File: src/rtl/ic_pkg.sv
package ic_pkg;

    typedef enum logic [1:0] {
        ST_IDLE,
        ST_LO,
        ST_HI,
        ST_HI_OVER_LO
    } ic_state_e;

    localparam logic [1:0] RA_FLAG = 2'd0;
    localparam logic [1:0] RA_EN   = 2'd1;
    localparam logic [1:0] RA_PRIO = 2'd2;
    localparam logic [1:0] RA_CTRL = 2'd3;

    localparam int CB_MODE = 0;
    localparam int CB_G1   = 1;
    localparam int CB_G2   = 2;

endpackage

File: src/rtl/ic_flag_bank.sv
module ic_flag_bank
    import ic_pkg::*;
#(
    parameter int NUM_SRC  = 8,
    parameter int NUM_CORE = 4
) (
    input  logic               clk,
    input  logic               rst_n,
    input  logic [NUM_SRC-1:0] src_pulse,
    input  logic               wr_en,
    input  logic [1:0]         wr_addr,
    input  logic [NUM_SRC-1:0] wr_data,
    output logic [NUM_SRC-1:0] flag_q,
    output logic [NUM_SRC-1:0] en_q,
    output logic [NUM_SRC-1:0] prio_q,
    output logic               hi_req,
    output logic               lo_req,
    output logic               core_req,
    output logic               peri_req
);

    logic [NUM_SRC-1:0] core_mask;
    logic [NUM_SRC-1:0] hot;
    logic               wr_flag, wr_en_reg, wr_prio;

    assign wr_flag   = wr_en && (wr_addr == RA_FLAG);
    assign wr_en_reg = wr_en && (wr_addr == RA_EN);
    assign wr_prio   = wr_en && (wr_addr == RA_PRIO);

    for (genvar g = 0; g < NUM_SRC; g++) begin : g_src
        always_ff @(posedge clk or negedge rst_n) begin
            if (!rst_n)
                flag_q[g] <= 1'b0;
            else
                flag_q[g] <= (wr_flag ? (flag_q[g] & wr_data[g]) : flag_q[g]) | src_pulse[g];
        end

        always_ff @(posedge clk or negedge rst_n) begin
            if (!rst_n)
                en_q[g] <= 1'b0;
            else if (wr_en_reg)
                en_q[g] <= wr_data[g];
        end

        if (g == 0) begin : g_fixed
            assign prio_q[g] = 1'b1;
        end else begin : g_prog
            always_ff @(posedge clk or negedge rst_n) begin
                if (!rst_n)
                    prio_q[g] <= 1'b0;
                else if (wr_prio)
                    prio_q[g] <= wr_data[g];
            end
        end

        assign core_mask[g] = (g < NUM_CORE);
    end

    assign hot      = flag_q & en_q;
    assign hi_req   = |(hot & prio_q);
    assign lo_req   = |(hot & ~prio_q);
    assign core_req = |(hot & core_mask);
    assign peri_req = |(hot & ~core_mask);


    flag_sticky_chk: assert property (@(posedge clk) disable iff (!rst_n)
        (|src_pulse) |=> ((flag_q & $past(src_pulse)) == $past(src_pulse)));

endmodule

File: src/rtl/ic_shadow.sv
module ic_shadow #(
    parameter int CTX_W = 8
) (
    input  logic             clk,
    input  logic             rst_n,
    input  logic             cap,
    input  logic [CTX_W-1:0] st_in,
    input  logic [CTX_W-1:0] wr_in,
    input  logic [CTX_W-1:0] bk_in,
    output logic [CTX_W-1:0] st_q,
    output logic [CTX_W-1:0] wr_q,
    output logic [CTX_W-1:0] bk_q
);

    always_ff @(posedge clk or negedge rst_n) begin
        if (!rst_n) begin
            st_q <= '0;
            wr_q <= '0;
            bk_q <= '0;
        end else if (cap) begin
            st_q <= st_in;
            wr_q <= wr_in;
            bk_q <= bk_in;
        end
    end

endmodule

File: src/rtl/irq_prio_ctrl.sv
module irq_prio_ctrl
    import ic_pkg::*;
#(
    parameter int              NUM_SRC  = 8,
    parameter int              NUM_CORE = 4,
    parameter int              VEC_W    = 16,
    parameter int              CTX_W    = 8,
    parameter logic [VEC_W-1:0] VEC_HI  = 16'h0008,
    parameter logic [VEC_W-1:0] VEC_LO  = 16'h0018
) (
    input  logic               clk,
    input  logic               rst_n,
    input  logic [NUM_SRC-1:0] src_pulse,
    input  logic               reg_wr,
    input  logic [1:0]         reg_addr,
    input  logic [NUM_SRC-1:0] reg_wdata,
    output logic [NUM_SRC-1:0] reg_rdata,
    input  logic               ret_evt,
    input  logic [CTX_W-1:0]   ctx_status,
    input  logic [CTX_W-1:0]   ctx_wreg,
    input  logic [CTX_W-1:0]   ctx_bank,
    output logic               irq_take,
    output logic [VEC_W-1:0]   irq_vector,
    output logic [CTX_W-1:0]   shd_status,
    output logic [CTX_W-1:0]   shd_wreg,
    output logic [CTX_W-1:0]   shd_bank
);

    logic [NUM_SRC-1:0] flag_q, en_q, prio_q;
    logic               hi_req, lo_req, core_req, peri_req;
    logic               mode_q, g1_q, g2_q;
    logic               want_hi, want_lo, hi_active, ctrl_wr;
    ic_state_e          state_q, state_d;

    ic_flag_bank #(.NUM_SRC(NUM_SRC), .NUM_CORE(NUM_CORE)) u_flags (
        .clk(clk), .rst_n(rst_n), .src_pulse(src_pulse),
        .wr_en(reg_wr), .wr_addr(reg_addr), .wr_data(reg_wdata),
        .flag_q(flag_q), .en_q(en_q), .prio_q(prio_q),
        .hi_req(hi_req), .lo_req(lo_req), .core_req(core_req), .peri_req(peri_req)
    );

    ic_shadow #(.CTX_W(CTX_W)) u_shadow (
        .clk(clk), .rst_n(rst_n), .cap(want_hi | want_lo),
        .st_in(ctx_status), .wr_in(ctx_wreg), .bk_in(ctx_bank),
        .st_q(shd_status), .wr_q(shd_wreg), .bk_q(shd_bank)
    );

    assign hi_active = (state_q == ST_HI) || (state_q == ST_HI_OVER_LO);
    assign ctrl_wr   = reg_wr && (reg_addr == RA_CTRL);

    // Arbitration: a return event blocks any take in the same cycle
    always_comb begin
        if (mode_q) begin
            want_hi = g1_q && hi_req && !hi_active && !ret_evt;
            want_lo = g2_q && lo_req && (state_q == ST_IDLE) && !want_hi && !ret_evt;
        end else begin
            want_hi = g1_q && (core_req || (g2_q && peri_req)) && !hi_active && !ret_evt;
            want_lo = 1'b0;
        end
    end

    // Next-state logic
    always_comb begin
        state_d = state_q;
        unique case (state_q)
            ST_IDLE: begin
                if (want_hi)      state_d = ST_HI;
                else if (want_lo) state_d = ST_LO;
            end
            ST_LO: begin
                if (ret_evt)      state_d = ST_IDLE;
                else if (want_hi) state_d = ST_HI_OVER_LO;
            end
            ST_HI: begin
                if (ret_evt)      state_d = ST_IDLE;
            end
            ST_HI_OVER_LO: begin
                if (ret_evt)      state_d = ST_LO;
            end
        endcase
    end

    // State register
    always_ff @(posedge clk or negedge rst_n) begin
        if (!rst_n) state_q <= ST_IDLE;
        else        state_q <= state_d;
    end

    // Control bits: software write first, take/return override
    always_ff @(posedge clk or negedge rst_n) begin
        if (!rst_n) begin
            mode_q <= 1'b0;
            g1_q   <= 1'b0;
            g2_q   <= 1'b0;
        end else begin
            if (ctrl_wr) begin
                mode_q <= reg_wdata[CB_MODE];
                g1_q   <= reg_wdata[CB_G1];
                g2_q   <= reg_wdata[CB_G2];
            end
            if (want_hi) g1_q <= 1'b0;
            if (want_lo) g2_q <= 1'b0;
            if (ret_evt) begin
                unique case (state_q)
                    ST_IDLE:       ;
                    ST_LO:         g2_q <= 1'b1;
                    ST_HI:         g1_q <= 1'b1;
                    ST_HI_OVER_LO: g1_q <= 1'b1;
                endcase
            end
        end
    end

    // Outputs
    always_ff @(posedge clk or negedge rst_n) begin
        if (!rst_n) begin
            irq_take   <= 1'b0;
            irq_vector <= '0;
        end else begin
            irq_take <= want_hi | want_lo;
            if (want_hi)      irq_vector <= VEC_HI;
            else if (want_lo) irq_vector <= VEC_LO;
        end
    end

    always_comb begin
        reg_rdata = '0;
        unique case (reg_addr)
            RA_FLAG: reg_rdata = flag_q;
            RA_EN:   reg_rdata = en_q;
            RA_PRIO: reg_rdata = prio_q;
            RA_CTRL: begin
                reg_rdata[CB_MODE] = mode_q;
                reg_rdata[CB_G1]   = g1_q;
                reg_rdata[CB_G2]   = g2_q;
            end
        endcase
    end


    legacy_vec_chk: assert property (@(posedge clk) disable iff (!rst_n)
        (irq_take && !$past(mode_q)) |-> (irq_vector == VEC_HI));


    lo_gie_clr_chk: assert property (@(posedge clk) disable iff (!rst_n)
        (irq_take && irq_vector == VEC_LO) |-> !g2_q);


    hi_gie_clr_chk: assert property (@(posedge clk) disable iff (!rst_n)
        (irq_take && irq_vector == VEC_HI) |-> !g1_q);


    lo_only_idle_chk: assert property (@(posedge clk) disable iff (!rst_n)
        (irq_take && irq_vector == VEC_LO) |-> (state_q == ST_LO));


    shadow_cap_chk: assert property (@(posedge clk) disable iff (!rst_n)
        irq_take |-> (shd_status == $past(ctx_status) && shd_wreg == $past(ctx_wreg)
                      && shd_bank == $past(ctx_bank)));


    idle_ret_chk: assert property (@(posedge clk) disable iff (!rst_n)
        (state_q == ST_IDLE && ret_evt) |=> (state_q == ST_IDLE));

endmodule

File: config.mk
export PLATFORM = sky130hd
export DESIGN_NAME = irq_prio_ctrl
export DESIGN_NICKNAME = d
export VERILOG_FILES = /design/src/rtl/ic_pkg.sv /design/src/rtl/ic_flag_bank.sv /design/src/rtl/ic_shadow.sv /design/src/rtl/irq_prio_ctrl.sv
export SDC_FILE = /design/constraint.sdc
export NUM_CORES = 1
export LEC_CHECK = 0
export CELL_PAD_IN_SITES_DETAIL_PLACEMENT = 1
export CELL_PAD_IN_SITES_GLOBAL_PLACEMENT = 2
export CORE_AREA = 4 4 143 76
export CTS_CLUSTER_SIZE = 16
export DETAILED_ROUTE_END_ITERATION = 8
export DIE_AREA = 0 0 147 80
export GPL_TIMING_DRIVEN = 1
export PLACE_DENSITY_LB_ADDON = 0.05
export SKIP_CTS_REPAIR_TIMING = 1
export SLEW_MARGIN = 20
export SYNTH_ARGS = -nofsm -noshare
export SYNTH_HDL_FRONTEND = slang
export SYNTH_SLANG_ARGS = --single-unit
export TNS_END_PERCENT = 20
File: constraint.sdc
create_clock -name clk -period 2.4 [get_ports clk]
set_input_delay 0.48 -clock clk [delete_from_list [all_inputs] [get_ports clk]]
set_output_delay 0.48 -clock clk [all_outputs]
set_load 0.01 [all_outputs]
==> results of run 1 <==
power by group through the flow:
stage               Clock (mW)  Combinational [mW]  Sequential (mW)
global placement             0                1.62             1.47
CTS                      0.747                1.66             1.47
finish                   0.717                1.61             1.46
floorplan                    0               0.783             1.54
global route             0.794                1.73             1.52
detailed placement           0                1.65             1.47
cells by family after synthesis:
group                  after synthesis
buffers and inverters               23
AND/OR/NAND/NOR                     49
flip-flops                          55
multiplexers                        50
AO/OA/AOI/OAI                       27
other                                1
area by class of cell:
type,count,area share
clock buffers,5,0.0330
inverters,4,0.00396
flip-flops and latches,55,0.363
multi-input cells,140,0.304
clock inverters,2,0.00363
well taps,135,0.0446
repair buffers,93,0.248
sequential cells by signal, summed over array words and instances, names as in the netlist:
| register | cells |
|---|---|
| irq_take | 1 |
| u_shadow.wr_q | 8 |
| u_shadow.st_q | 8 |
| g1_q | 1 |
| state_q | 2 |
| u_flags.en_q | 8 |
| u_shadow.bk_q | 8 |
| u_flags.prio_q | 7 |
| irq_vector | 2 |
| u_flags.flag_q | 8 |
| g2_q | 1 |
| mode_q | 1 |
cell usage in the layout, fill, tap and decap left out, drive strengths merged, types with 3 or more instances in the layout:
cell | netlist | routed
nand2b | 9 | 9
buf | 17 | 14
a21oi | 3 | 3
nand3 | 9 | 9
nand3b | 4 | 4
nor2 | 3 | 3
clkbuf | 2 | 5
mux2 | 41 | 41
nand2 | 15 | 15
clkdlybuf4s50 | 0 | 71
mux2i | 7 | 7
dlymetal6s2s | 0 | 8
o21ai | 15 | 15
inv | 4 | 4
dfrtp | 55 | 55
conb | 1 | 14
path summary, 6_finish.rpt:
| path | from | end | depth (start not counted) |
|---|---|---|---|
| worst max register to register | u_flags.flag_q[6] | u_shadow.bk_q[7] | 6 |
| worst min-delay path | rst_n | u_shadow.wr_q[6] | 1 |
| max in group asynchronous | rst_n | u_flags.en_q[5] | 2 |
| min in group clk | irq_vector[3] | irq_vector[3] | 1 |
| worst min register to register | irq_vector[3] | irq_vector[3] | 1 |
| worst max-delay path | reg_addr[1] | reg_rdata[1] | 4 |
Yosys cell counts (all sizes together), types with 2 or more instances:
library cell | n | area (um2)
dfrtp | 55 | 1380
mux2 | 41 | 529
buf | 17 | 133
nand2 | 15 | 56.3
o21ai | 15 | 86.3
nand2b | 9 | 56.3
nand3 | 9 | 45.0
mux2i | 7 | 70.1
inv | 4 | 15.0
nand3b | 4 | 30.0
a21oi | 3 | 15.0
nor2 | 3 | 11.3
clkbuf | 2 | 7.51
mux4 | 2 | 45.0
nand4 | 2 | 12.5
nor3 | 2 | 15.0
o22ai | 2 | 12.5
o311ai | 2 | 35.0
through the flow:
step / power [mW] / util / hold WS [ns]
4_1_cts: 3.88 / 0.400 / 0.167
2_1_floorplan: 2.32 / - / 0.184
3_3_place_gp: 3.10 / 0.386 / 0.447
6_report: 3.79 / 0.402 / 0.153
3_5_place_dp: 3.13 / 0.386 / 0.459
5_1_grt: 4.04 / 0.402 / 0.191
critical path, delay by kind of cell:
| family | cells | cell delay [ns] |
|---|---|---|
| multiplexers | 1 | 0.51 |
| buffers and inverters | 3 | 0.80 |
routing by layer:
metal,track usage,vias to the layer above,share of wire
met5,0,-,0
met4,0.0279,0,0.0082
met3,0.0471,5,0.073
met2,0.197,62,0.44
met1,0.158,930,0.48
li1,-,884,-
==> run_results.csv, run 1 <==
group,metric,value,unit
logic_synthesis,synthAdderAreaFrac,0,
logic_synthesis,synth_xor_area_frac,0,
logic_synthesis,yosysUniqueCellTypes,36,
placement,dp.cells,427,
drt,drt_first_pass_iters,4,
worst_setup_path,path_class,"input port to output port",
timing,layout_min_cycle_time,2.28,ns
clock_tree,htreeDepth,2,
worst_setup_path,cp_data_arrival_time,1.80,ns
worst_setup_path,slowest_delay,0.51,ns
pwr,power_density,1000,nW/um2
floorplan,die_w,147,um
clock_tree,numCtsBuffers,5,
pwr,leakagePower,1.66,nW
drt,dr_total_vias,1881,
logic_synthesis,synth_area_per_cell,12.8,um2
final_layout,post_route_cells_drive_above_1_share,0.207,
floorplan,rows,25,
grt,grt_overflow,0,
timing,fin_setup_tns,0,ns
pwr,netSwitchingFraction,0.305,
placement,place.gp.congestion,0.742,
logic_synthesis,synth_compound_area_frac,0.0727,
grt,antenna_found_initial,0,
logic_synthesis,seq_area_frac_synth,0.523,
drt,via_per_inst,4.33,
logic_synthesis,synth_ff_type,"dfrtp_1",
timing,max-slew-margin-rel,0.655,
placement,dp_slack,-0.203,ns
pwr,clkPwrFrac,0.189,
floorplan,die_h,80,um
worst_setup_path,endpoint_kind,"output port",
worst_setup_path,slowest_stage,"mux4_2",
floorplan,dieArea,11800,um2
placement,io_buffers,80,
grt,grt_pass1_vias,2191,
final_layout,final-seq-area,1380,um2
clock_tree,clockBufferDepth,2,
placement,place_area,3630,um2
pwr,pwr-share-comb,0.425,
final_layout,diodes,0,
drt,avgRoutedWirePerCell,16.0,um
drt,routed_wl,6.96,mm
clock_tree,worstSkewPairLatency,0.29,ns
floorplan,ios,95,
final_layout,multi_input_area,1150,um2
timing,finalWorstSetupSlack,0.122,ns
grt,grt_max_degree,35,
grt,grt_pass1_wl,11.3,mm
clock_tree,clockRootBuffer,"clkbuf_16",
floorplan,initial_core_util,0.280,
final_layout,stdcell_area,3790,um2
placement,dp_hpwl,5.26,mm
pwr,p_sw,1.15,mW
logic_synthesis,synth_edf_count,0,
clock_tree,path_clk_slew,0.07,ns
final_layout,nets,345,
worst_setup_path,cp.required,1.92,ns
timing,tightest_slew,0.518,ns
status,outcome,"finished clean",
worst_setup_path,crit_chain,"clkdlybuf4s50_1, buf_4, mux4_2, dlymetal6s2s_1",
drt,drtIter0Drc,47,
logic_synthesis,synth_area,2630,um2
logic_synthesis,ys_ff_latch,55,
logic_synthesis,synthCells,205,
logic_synthesis,synth-simple-area-share,0.0998,
drt,ant_nets,0,
logic_synthesis,synthArstFlopShare,1.00,
timing,setup_viol,0,
logic_synthesis,synth.mux.area_fraction,0.245,
logic_synthesis,yosysWarningCount,0,
pwr,ir_worst_vdd,424,uV
clock_tree,cts_tree,"done",
final_layout,syn2layout_area_growth,43.8,%
pwr,internal_power,2.63,mW
pwr,power.share.sequential,0.386,
final_layout,final_cells,434,
timing,finClkSkew,0.00398,ns
worst_hold_path,hp-class,"input port to async pin",
drt,route.detailed.drc,0,
floorplan,core_area,9420,um2
worst_setup_path,path_max_fanout,6,
worst_setup_path,r2r_setup_slack,0.50,ns
logic_synthesis,synth_top_family_by_area,"multiplexers",
clock_tree,numClockSinks,55,
timing,finalCritPeriodShare,0.949,
timing,rsz0062_at_grt,"no",
grt,grt_usage,0.123,
timing,hold_violations,0,
timing,fmax,0.439,GHz
job,maxCapViolations,0,
final_layout,fillers,1005,
worst_setup_path,startpoint_type,"input port",
timing,drv_slew,0,
Power figures use the tool's default switching activity.
==> run 2, diff against run 1 <==
--- a/config.mk
+++ b/config.mk
@@ -7,10 +7,11 @@
 export LEC_CHECK = 0
 export CELL_PAD_IN_SITES_DETAIL_PLACEMENT = 1
 export CELL_PAD_IN_SITES_GLOBAL_PLACEMENT = 2
-export CORE_AREA = 4 4 143 76
+export CORE_AREA = 4 4 120 65
 export CTS_CLUSTER_SIZE = 16
 export DETAILED_ROUTE_END_ITERATION = 8
-export DIE_AREA = 0 0 147 80
+export DIE_AREA = 0 0 124 69
+export DONT_BUFFER_PORTS = 1
 export GPL_TIMING_DRIVEN = 1
 export PLACE_DENSITY_LB_ADDON = 0.05
 export SKIP_CTS_REPAIR_TIMING = 1
==> run 2 against run 1 <==
- flip-flop and latch count unchanged
- final cell count down 29%
- power down 15%
- highest routed layer unchanged
==> run_results.csv, run 2 (same netlist as run 1, synthesis figures left out) <==
group,metric,value,unit
final_layout,layout_commonest_cell,"dfrtp_1",
worst_setup_path,startpoint_type,"flop",
clock_tree,clockBufferDepth,2,
timing,finalCritPeriodShare,0.911,
clock_tree,htreeDepth,2,
grt,grt_pass1_vias,1748,
drt,drtIter0Drc,91,
worst_setup_path,cp.required,2.58,ns
placement,place.gp.congestion,0.718,
drt,dr_total_vias,1602,
pwr,leakagePower,1.23,nW
timing,drv_slew,0,
floorplan,initial_core_util,0.399,
timing,hold_violations,0,
worst_setup_path,endpoint_kind,"flop",
drt,route.detailed.drc,0,
timing,fmax,0.458,GHz
placement,dp_hpwl,4.43,mm
pwr,finalPower,3.22,mW
floorplan,rows,21,
timing,tightest_slew,0.848,ns
floorplan,dieArea,8560,um2
drt,avgRoutedWirePerCell,20.5,um
final_layout,fin_util,0.435,
floorplan,ios,95,
clock_tree,numClockSinks,55,
floorplan,die_h,69,um
clock_tree,cts_tree,"done",
final_layout,fillers,706,
final_layout,post_route_cells_drive_above_1_share,0.255,
timing,setup_viol,0,
drt,ant_nets,0,
drt,drt_first_pass_iters,4,
grt,grt_usage,0.148,
clock_tree,path_clk_slew,0.07,ns
floorplan,die_w,124,um
grt,antenna_found_initial,2,
floorplan,core_area,6600,um2
worst_setup_path,path_max_fanout,13,
job,maxCapViolations,0,
worst_setup_path,path_class,"flop to flop",
clock_tree,worstSkewPairLatency,0.29,ns
pwr,ir_worst_vdd,500,uV
drt,via_per_inst,5.24,
placement,dp.cells,295,
grt,grt_pass1_wl,9.63,mm
final_layout,nets,258,
clock_tree,numCtsBuffers,5,
status,outcome,"finished clean",
placement,io_buffers,0,
timing,rsz0062_at_grt,"no",
worst_setup_path,cp_data_arrival_time,2.36,ns
worst_hold_path,hp-class,"input port to async pin",
clock_tree,clockRootBuffer,"clkbuf_16",
timing,max-slew-margin-rel,0.434,
drt,routed_wl,6.27,mm
grt,grt_overflow,0,
timing,layout_min_cycle_time,2.19,ns
pwr,power_density,1120,nW/um2
grt,grt_max_degree,56,
final_layout,final_cell_mix,"dfrtp_1, mux2_4, mux2_2, nand2_1",
timing,finClkSkew,0.00699,ns
final_layout,syn2layout_area_growth,8.98,%
final_layout,final_cells,306,
timing,fin_setup_tns,0,ns
[run 2: layout make-up]
class / instances / area (um2) / area share
repair buffers: 5 / 57.6 / 0.0201
clock buffers: 5 / 125 / 0.0436
clock inverters: 2 / 16.3 / 0.00567
well taps: 92 / 115 / 0.0401
flip-flops and latches: 55 / 1380 / 0.480
inverters: 4 / 15.0 / 0.00523
multi-input cells: 141 / 1160 / 0.404
diodes: 2 / 5.00 / 0.00174
[run 2: where the power goes]
| group | total [mW] | switching [mW] | internal, mW |
|---|---|---|---|
| clock | 0.719 | 0.333 | 0.385 |
| sequential | 1.61 | 0.369 | 1.24 |
| combinational | 0.884 | 0.366 | 0.518 |
| total | 3.22 | 1.07 | 2.15 |
[run 2: worst paths after layout]
kind	from	endpoint	slack [ns]	depth (start not counted)
max in group asynchronous	rst_n	u_shadow.bk_q[3]	2.11	1
worst min register to register	state_q[1]	g1_q	0.52	2
worst max-delay path	u_flags.flag_q[6]	u_shadow.st_q[2]	0.21	5
worst min-delay path	rst_n	g1_q	0.05	1
worst max register to register	u_flags.flag_q[6]	u_shadow.st_q[2]	0.21	5
min in group clk	ret_evt	state_q[1]	0.28	1
[run 2: worst max-delay path, stage by stage, from the launching register on]
cell      delay [ns]
dfrtp_1         0.42
a22oi_1         0.13
a31oi_1         0.28
o311ai_4        0.17
o21ai_2         0.72
mux2_4          0.35
[run 2: metrics by stage]
| stage | setup WS [ns] | cell area (um2) | hold slack [ns] |
|---|---|---|---|
| after global routing | 0.0761 | 2870 | 0.0579 |
| after floorplan | 0.655 | 2680 | 0.184 |
| after CTS | 0.0645 | 2830 | -0.130 |
| after detailed placement | 0.0775 | 2690 | 0.186 |
| final | 0.214 | 2870 | 0.0477 |
| after global placement | 0.157 | 2690 | 0.186 |
[run 2: routing by layer]
metal,global-route usage,part of all wire,vias to the layer above
li1,-,-,716
met1,0.196,0.46,811
met2,0.215,0.43,68
met3,0.0784,0.11,7
met4,0.0291,0.0073,0
met5,0,0,-
==> run 3, diff against run 2 <==
--- a/config.mk
+++ b/config.mk
@@ -7,10 +7,10 @@
 export LEC_CHECK = 0
 export CELL_PAD_IN_SITES_DETAIL_PLACEMENT = 1
 export CELL_PAD_IN_SITES_GLOBAL_PLACEMENT = 2
-export CORE_AREA = 4 4 120 65
+export CORE_AREA = 4 4 116 63
 export CTS_CLUSTER_SIZE = 16
 export DETAILED_ROUTE_END_ITERATION = 8
-export DIE_AREA = 0 0 124 69
+export DIE_AREA = 0 0 120 67
 export DONT_BUFFER_PORTS = 1
 export GPL_TIMING_DRIVEN = 1
 export PLACE_DENSITY_LB_ADDON = 0.05
==> constraint.sdc (replaced) <==
create_clock -name clk -period 2.8 [get_ports clk]
set_input_delay 0.56 -clock clk [delete_from_list [all_inputs] [get_ports clk]]
set_output_delay 0.56 -clock clk [all_outputs]
set_load 0.01 [all_outputs]
==> run 3 against run 2 <==
- wire length rose by 1.3%
- power fell by 12%
- count of clock-buffer cells in the layout did not move
- worst hold slack improved by 0.072 ns
- sequential power fell by 13%
- die area fell by 6.0%
- flip-flop and latch count did not move
- clock power fell by 4.0%
==> run_results.csv, run 3 (same netlist as run 1, synthesis figures left out) <==
group,metric,value,unit
status,outcome,"finished clean",
clock_tree,cts_tree,"done",
worst_setup_path,slowest_delay,0.84,ns
floorplan,initial_core_util,0.413,
worst_setup_path,worstRegToRegCells,5,
drt,ant_nets,0,
placement,place.gp.congestion,0.748,
final_layout,nets,253,
drt,drt_first_pass_iters,4,
worst_setup_path,r2r_setup_slack,0.48,ns
drt,via_per_inst,5.33,
clock_tree,numCtsBuffers,5,
clock_tree,htreeDepth,2,
final_layout,syn2layout_area_growth,8.12,%
floorplan,core_area,6380,um2
placement,place_area,2660,um2
final_layout,fillers,671,
timing,tightest_slew,1.06,ns
worst_setup_path,cp_num_buf_inv,0,
final_layout,final-seq-area,1380,um2
placement,dp_hpwl,4.86,mm
worst_setup_path,slowest_stage,"o21ai_4",
clock_tree,path_clk_slew,0.07,ns
worst_setup_path,cp.required,2.97,ns
worst_setup_path,crit_end,"u_shadow.bk_q[3]",
worst_setup_path,endpoint_kind,"flop",
pwr,leakagePower,1.22,nW
final_layout,multi_input_area,1150,um2
floorplan,dieArea,8040,um2
final_layout,layout_commonest_cell,"dfrtp_1",
timing,finalCritPeriodShare,0.830,
drt,dr_total_vias,1593,
timing,layout_min_cycle_time,2.32,ns
worst_setup_path,crit_chain,"a22oi_1, a31oi_1, o311ai_4, o21ai_4, mux2_1",
timing,finClkSkew,0.00475,ns
timing,drv_slew,0,
clock_tree,clockBufferDepth,2,
drt,drtIter0Drc,80,
worst_setup_path,path_max_fanout,26,
floorplan,die_h,67,um
placement,dp_slack,0.478,ns
grt,grt_pass1_wl,9.73,mm
floorplan,rows,21,
grt,grt_pass1_vias,1722,
timing,setup_viol,0,
worst_setup_path,startpoint_type,"flop",
drt,avgRoutedWirePerCell,21.2,um
floorplan,die_w,120,um
worst_setup_path,crit_family,"compound AO/OA/AOI/OAI gates",
timing,max-slew-margin-rel,0.290,
final_layout,stdcell_area,2850,um2
timing,fmax,0.430,GHz
final_layout,post_route_cells_drive_above_1_share,0.237,
clock_tree,clockRootBuffer,"clkbuf_16",
clock_tree,numClockSinks,55,
timing,rsz0062_at_grt,"no",
floorplan,ios,95,
job,maxCapViolations,0,
pwr,power_density,998,nW/um2
grt,grt_overflow,0,
worst_setup_path,startpoint,"u_flags.flag_q[6]",
worst_setup_path,critical_path_cell_count,5,
clock_tree,worstSkewPairLatency,0.29,ns
final_layout,final_cell_mix,"dfrtp_1, mux2_4, mux2_2, nand2_1",
pwr,finalPower,2.84,mW
grt,grt_max_degree,56,
placement,io_buffers,0,
pwr,ir_worst_vdd,391,uV
worst_setup_path,rr_startpoint,"u_flags.flag_q[6]",
grt,grt_usage,0.161,
final_layout,diodes,0,
worst_setup_path,r2r-end,"u_shadow.bk_q[3]",
worst_hold_path,hp-class,"input port to async pin",
timing,hold_violations,0,
timing,finalWorstSetupSlack,0.475,ns
drt,routed_wl,6.35,mm
worst_setup_path,cp_data_arrival_time,2.49,ns
grt,antenna_found_initial,0,
drt,route.detailed.drc,0,
worst_setup_path,path_class,"flop to flop",
timing,fin_setup_tns,0,ns
-- run 3: power breakdown --
| group | total [mW] | internal, mW | switching (mW) |
|---|---|---|---|
| registers | 1.40 | 1.07 | 0.329 |
| logic | 0.757 | 0.434 | 0.324 |
| clock network | 0.690 | 0.417 | 0.273 |
-- run 3: final cells by class --
class	count	share of cell area
inverters	4	0.00527
repair buffers	1	0.00967
clock buffers	5	0.0439
multi-input cells	140	0.404
flip-flops and latches	55	0.483
clock inverters	2	0.0132
well taps	92	0.0404
-- run 3: per-layer routing --
layer | vias to the layer above | wire length, um | track usage
li1 | 709 | - | -
met1 | 823 | 2950 | 0.218
met2 | 57 | 2830 | 0.240
met3 | 4 | 530 | 0.0679
met4 | 0 | 38 | 0.0342
met5 | - | 0 | 0
-- run 3: worst min-delay path by stage --
stage,from,to
floorplan,rst_n,g1_q
global placement,rst_n,irq_vector[3]
detailed placement,rst_n,irq_vector[3]
CTS,rst_n,u_flags.flag_q[2]
global route,rst_n,irq_take
finish,rst_n,u_flags.flag_q[2]
-- run 3: per-stage QoR --
stage,utilization,hold slack (ns),cells
floorplan,-,0.264,218
CTS,0.442,-0.0479,298
global placement,0.416,0.266,291
detailed placement,0.416,0.265,291
finish,0.446,0.119,299
global route,0.446,0.140,299
